### src/rtl/gate_pkg.sv
package gate_pkg;
  // Strobes from the decision logic to the datapath
  typedef struct packed {
    logic anySel;   // some port is addressed
    logic fwd;      // transfer passes both checks
    logic blocked;  // transfer is rejected
    logic errResp;  // rejected transfers answer with an error
  } gateStrobe_t;
endpackage

### src/rtl/gate_ctl.sv
module gate_ctl
  import gate_pkg::*;
#(
  parameter int NP = 16,
  parameter logic [NP-1:0] SKIP_SEC_MASK = '0
) (
  input  logic          clk,
  input  logic          rstN,
  input  logic [NP-1:0] upSel,
  input  logic          upEnable,
  input  logic [2:0]    upProt,
  input  logic [NP-1:0] cfgNonSec,
  input  logic [NP-1:0] cfgUnpriv,
  input  logic          cfgErrResp,
  input  logic          irqEn,
  input  logic          irqClr,
  output gateStrobe_t   strb,
  output logic          irqOut
);
  localparam int PROT_PRIV = 0;
  localparam int PROT_NS   = 1;

  logic [NP-1:0] portOk;
  logic          pendQ;
  logic          pendD;

  // Per-port pass decision; the mask picks the variant at elaboration
  for (genvar i = 0; i < NP; i++) begin : g_port
    logic privOk;
    assign privOk = upProt[PROT_PRIV] | cfgUnpriv[i];
    if (SKIP_SEC_MASK[i]) begin : g_nosec
      assign portOk[i] = privOk;
    end else begin : g_sec
      assign portOk[i] = privOk & (cfgNonSec[i] == upProt[PROT_NS]);
    end
  end

  always_comb begin
    strb.anySel  = |upSel;
    // Any selected port that fails blocks the transfer
    strb.fwd     = strb.anySel && ((upSel & ~portOk) == '0);
    strb.blocked = strb.anySel && !strb.fwd;
    strb.errResp = cfgErrResp;
  end

  always_comb begin
    pendD = pendQ;
    if (irqClr)                           pendD = 1'b0;
    else if (strb.blocked && upEnable)    pendD = 1'b1;
  end

  always_ff @(posedge clk or negedge rstN) begin
    if (!rstN) pendQ <= 1'b0;
    else       pendQ <= pendD;
  end

  assign irqOut = pendQ & irqEn;
endmodule

### src/rtl/gate_dp.sv
module gate_dp
  import gate_pkg::*;
#(
  parameter int NP = 16,
  parameter int AW = 12,
  parameter int DW = 32
) (
  input  gateStrobe_t      strb,
  input  logic [NP-1:0]    upSel,
  input  logic             upEnable,
  input  logic             upWrite,
  input  logic [AW-1:0]    upAddr,
  input  logic [DW-1:0]    upWdata,
  output logic [DW-1:0]    upRdata,
  output logic             upReady,
  output logic             upSlvErr,
  output logic [NP-1:0]    dnSel,
  output logic             dnEnable,
  output logic             dnWrite,
  output logic [AW-1:0]    dnAddr,
  output logic [DW-1:0]    dnWdata,
  input  logic [NP*DW-1:0] dnRdata,
  input  logic [NP-1:0]    dnReady,
  input  logic [NP-1:0]    dnSlvErr
);
  logic [DW-1:0] selRdata;
  logic          selReady;
  logic          selErr;

  // AND-OR response mux over the one-hot select
  always_comb begin
    selRdata = '0;
    for (int i = 0; i < NP; i++) begin
      selRdata = selRdata | (dnRdata[i*DW +: DW] & {DW{upSel[i]}});
    end
    selReady = |(dnReady & upSel);
    selErr   = |(dnSlvErr & upSel);
  end

  assign dnSel    = strb.fwd ? upSel : '0;
  assign dnEnable = strb.fwd & upEnable;
  assign dnWrite  = upWrite;
  assign dnAddr   = upAddr;
  assign dnWdata  = upWdata;

  always_comb begin
    if (strb.fwd) begin
      upRdata  = selRdata;
      upReady  = selReady;
      upSlvErr = selErr;
    end else begin
      upRdata  = '0;
      upReady  = 1'b1;
      upSlvErr = strb.blocked & strb.errResp & upEnable;
    end
  end
endmodule

### src/rtl/apb_sec_gate.sv
module apb_sec_gate
  import gate_pkg::*;
#(
  parameter int NP = 16,
  parameter int AW = 12,
  parameter int DW = 32,
  parameter logic [NP-1:0] SKIP_SEC_MASK = '0
) (
  input  logic             clk,
  input  logic             rstN,
  input  logic [NP-1:0]    upSel,
  input  logic             upEnable,
  input  logic             upWrite,
  input  logic [AW-1:0]    upAddr,
  input  logic [DW-1:0]    upWdata,
  input  logic [2:0]       upProt,
  output logic [DW-1:0]    upRdata,
  output logic             upReady,
  output logic             upSlvErr,
  output logic [NP-1:0]    dnSel,
  output logic             dnEnable,
  output logic             dnWrite,
  output logic [AW-1:0]    dnAddr,
  output logic [DW-1:0]    dnWdata,
  input  logic [NP*DW-1:0] dnRdata,
  input  logic [NP-1:0]    dnReady,
  input  logic [NP-1:0]    dnSlvErr,
  input  logic [NP-1:0]    cfgNonSec,
  input  logic [NP-1:0]    cfgUnpriv,
  input  logic             cfgErrResp,
  input  logic             irqEn,
  input  logic             irqClr,
  output logic             irqOut
);
  gateStrobe_t strb;

  gate_ctl #(.NP(NP), .SKIP_SEC_MASK(SKIP_SEC_MASK)) u_ctl (
    .clk(clk), .rstN(rstN), .upSel(upSel), .upEnable(upEnable),
    .upProt(upProt), .cfgNonSec(cfgNonSec), .cfgUnpriv(cfgUnpriv),
    .cfgErrResp(cfgErrResp), .irqEn(irqEn), .irqClr(irqClr),
    .strb(strb), .irqOut(irqOut)
  );

  gate_dp #(.NP(NP), .AW(AW), .DW(DW)) u_dp (
    .strb(strb), .upSel(upSel), .upEnable(upEnable), .upWrite(upWrite),
    .upAddr(upAddr), .upWdata(upWdata), .upRdata(upRdata),
    .upReady(upReady), .upSlvErr(upSlvErr), .dnSel(dnSel),
    .dnEnable(dnEnable), .dnWrite(dnWrite), .dnAddr(dnAddr),
    .dnWdata(dnWdata), .dnRdata(dnRdata), .dnReady(dnReady),
    .dnSlvErr(dnSlvErr)
  );
endmodule

### config.mk
export PLATFORM = sky130hd
export DESIGN_NAME = apb_sec_gate
export DESIGN_NICKNAME = d
export VERILOG_FILES = /design/src/rtl/gate_pkg.sv /design/src/rtl/gate_ctl.sv /design/src/rtl/gate_dp.sv /design/src/rtl/apb_sec_gate.sv
export SDC_FILE = /design/constraint.sdc
export NUM_CORES = 1
export LEC_CHECK = 0
export ABC_AREA = 1
export CORE_AREA = 2 2 292 294
export DETAILED_ROUTE_END_ITERATION = 6
export DIE_AREA = 0 0 294 296
export GPL_ROUTABILITY_DRIVEN = 0
export SKIP_CTS_REPAIR_TIMING = 1
export SYNTH_ARGS = -nofsm -noshare
export SYNTH_HDL_FRONTEND = slang
export SYNTH_SLANG_ARGS = --single-unit
### constraint.sdc
create_clock -name clk -period 3.1 [get_ports clk]
set_clock_uncertainty 0.1 [all_clocks]
set_input_delay 0.62 -clock clk [delete_from_list [all_inputs] [get_ports clk]]
set_output_delay 0.62 -clock clk [all_outputs]
set_load 0.1 [all_outputs]
==> flow_summary.ini <==
[run_status]
status = complete, but fails checks
violations = negative setup slack

[route]
drt_iter0_markers = 513
routedWlPerCell_um = 23.6
drt.antenna.violating_nets = 0
first_pass_iters = 5
drt-total-wl_um = 65400
vias_per_cell = 3.62
vias = 10000
drc = 0

[cells_and_area]
regArea_um2 = 25.0
post-route-util_pct = 17.1
finalNonFillerCells = 2772
postLayoutCellArea_um2 = 14400
syn_to_final_growth_pct = 199
drive_gt1_share_pct = 17.7
reg.largest.list = u_ctl.pendQ (1)
largest_reg_flops = 1
final_common_cell = clkdlybuf4s50_1
fillers = 9624
largest_register = u_ctl.pendQ
multi_input_area_um2 = 4280
final_nets = 2317
final_cell_mix = 548 x clkdlybuf4s50_1, 492 x nand2_1, 108 x buf_4

[global_routing]
grt_pass1_vias = 10200
grt_pass1_wl_um = 81600
grtUsageTotal_pct = 13.7
overflow = 0
grt_antenna_before_repair = 32
grt_max_degree = 21

[synth]
ys_seq_area_share_pct = 0.519
synth_top_family_by_area = simple AND/OR/NAND/NOR gates
synth_edf_count = 0
synthArstFlopShare_pct = 100
yosys.area_share.simple_pct = 64.8
yosysTopAreaCell = nand2_1
yosys_warnings = 0
syn_inst = 995
synth_area_leaders = nand2_1 39%, nand4_1 9.7%, buf_4 7.0%, a221oi_1 6.2%, a22o_1 6.0%
synthAdderAreaFrac_pct = 0
synth_top_area_share_pct = 38.7
ys_ff_latch = 1
synth_compound_gate_area_share_pct = 15.6
synth_area_um2 = 4820
synth_area_per_cell_um2 = 4.84
yosysUniqueCellTypes = 25
synth_ff_type = dfrtp_1
synthesis.nets = 1641
synthXorXnorAreaFrac_pct = 0
synth.area.mux_share_pct = 0

[power]
p_per_area_nw_per_um2 = 122
ir_drop_uv = 42.5
p_leak_nw = 6.13
fin_total_pwr_w = 0.00176

[sta]
relSlewSlack_pct = 61.3
rsz0062_at_grt = yes
tightest_slew_ns = 0.575
setup_viol = 13
drv_slew = 0
clock.fmax_mhz = 315
hold_viol_final = 0
hold_slack_ns = 0.432
setup_slack_ns = -0.0720
period_share_pct = 102
final.min_clock_period_ns = 3.17

[setup_path]
criticalPathCategory = input pin to output pin
cp.arrival_ns = 2.45
start_kind = input pin
cp_max_fo = 8
critPathMaxStageDelay_ns = 0.19
cp.required_ns = 2.38
worstSetupEndpointType = output pin
crit_chain = buf_8 -> buf_2 -> nand2_1 -> nand3_2 -> nand2_1 -> nand2_1 -> nor2_1 -> nand2_2 -> nor2_4 -> buf_12 -> nand2_8 -> buf_12 -> buf_6 -> nor2_4 -> buf_12
critPathSlowestCell = buf_12

[worst_hold_path]
hold_class = register to register

[floorplanning]
num_rows = 107
die_h_um = 296
start_util_pct = 5.72
die_w_um = 294
core_area_um2 = 84200
die_area_um2 = 87000
pin_count = 743

[clock_network]
clk_latency_ns = 0
path_clk_slew_ns = 0.01

[placement]
port_buffers = 651
hpwl_um = 57700
placed_cells = 2750
placed_cell_area_um2 = 13900

[job]
max_cap_viol_count = 0
-- metal layers --
layer,wire [um],vias to the layer above,GRT usage (%),part of all wire [%]
li1,-,4614,-,-
met1,26600,4585,16.5,41
met2,30200,686,22.9,46
met3,5950,118,3.93,9.1
met4,2600,18,5.72,4.0
met5,124,-,0,0.19
-- where the power goes --
group	total (W)	switching [W]	leakage, nW	internal [W]
Clock	0.000000000562	0	0.0000824	0.000000000562
Sequential	0.0000148	0.000000602	0.0125	0.0000142
Combinational	0.00175	0.000777	6.12	0.000971
Total	0.00176	0.000777	6.13	0.000986
-- cells in the mapped netlist, drive strengths merged (4+ instances only) --
library cell / number
clkbuf: 43
nor3: 7
nor2: 65
a21oi: 25
or2: 4
inv: 68
nor4: 15
a22o: 33
a221oi: 34
buf: 75
nand3: 44
o21ai: 6
nand2: 498
nand4: 75
-- final timing paths --
path | to | startpoint | slack, ns | cells after the start
max in group asynchronous | u_ctl.pendQ$_DFFE_PN0P_ | rstN | 2.14 | 1
worst min-delay path | u_ctl.pendQ$_DFFE_PN0P_ | u_ctl.pendQ$_DFFE_PN0P_ | 0.43 | 2
worst min register to register | u_ctl.pendQ$_DFFE_PN0P_ | u_ctl.pendQ$_DFFE_PN0P_ | 0.43 | 2
worst max register to register | u_ctl.pendQ$_DFFE_PN0P_ | u_ctl.pendQ$_DFFE_PN0P_ | 2.39 | 2
min in group asynchronous | u_ctl.pendQ$_DFFE_PN0P_ | rstN | 0.67 | 1
worst max-delay path | upRdata[7] | upProt[1] | -0.07 | 15
-- final cells by class --
cell class | instances | share of cell area [%]
multi-input cells | 809 | 29.7
flip-flops and latches | 1 | 0.174
inverters | 68 | 1.79
well taps | 1090 | 9.47
diodes | 13 | 0.226
repair buffers | 791 | 58.6
-- logic make-up after synthesis --
family | count (synthesis)
DFF | 1
buffers and inverters | 186
AOI/OAI and AO/OA | 99
and+or+nand+nor | 709
-- stage by stage --
| step | TNS (ns) | worst slack, ns |
|---|---|---|
| 5_1_grt | -3.34 | -0.142 |
| 6_report | -0.475 | -0.0720 |
| 3_3_place_gp | -23.48 | -0.563 |
| 2_1_floorplan | -2.77 | -0.143 |
| 3_5_place_dp | -22.39 | -0.547 |
| 4_1_cts | -23.19 | -0.561 |
-- critical path: cells and delay by family --
| kind | cells | cell delay (ns) |
|---|---|---|
| buf+inv | 6 | 0.90 |
| simple gates | 9 | 0.90 |
No activity file was read; power rests on OpenSTA's default activity.
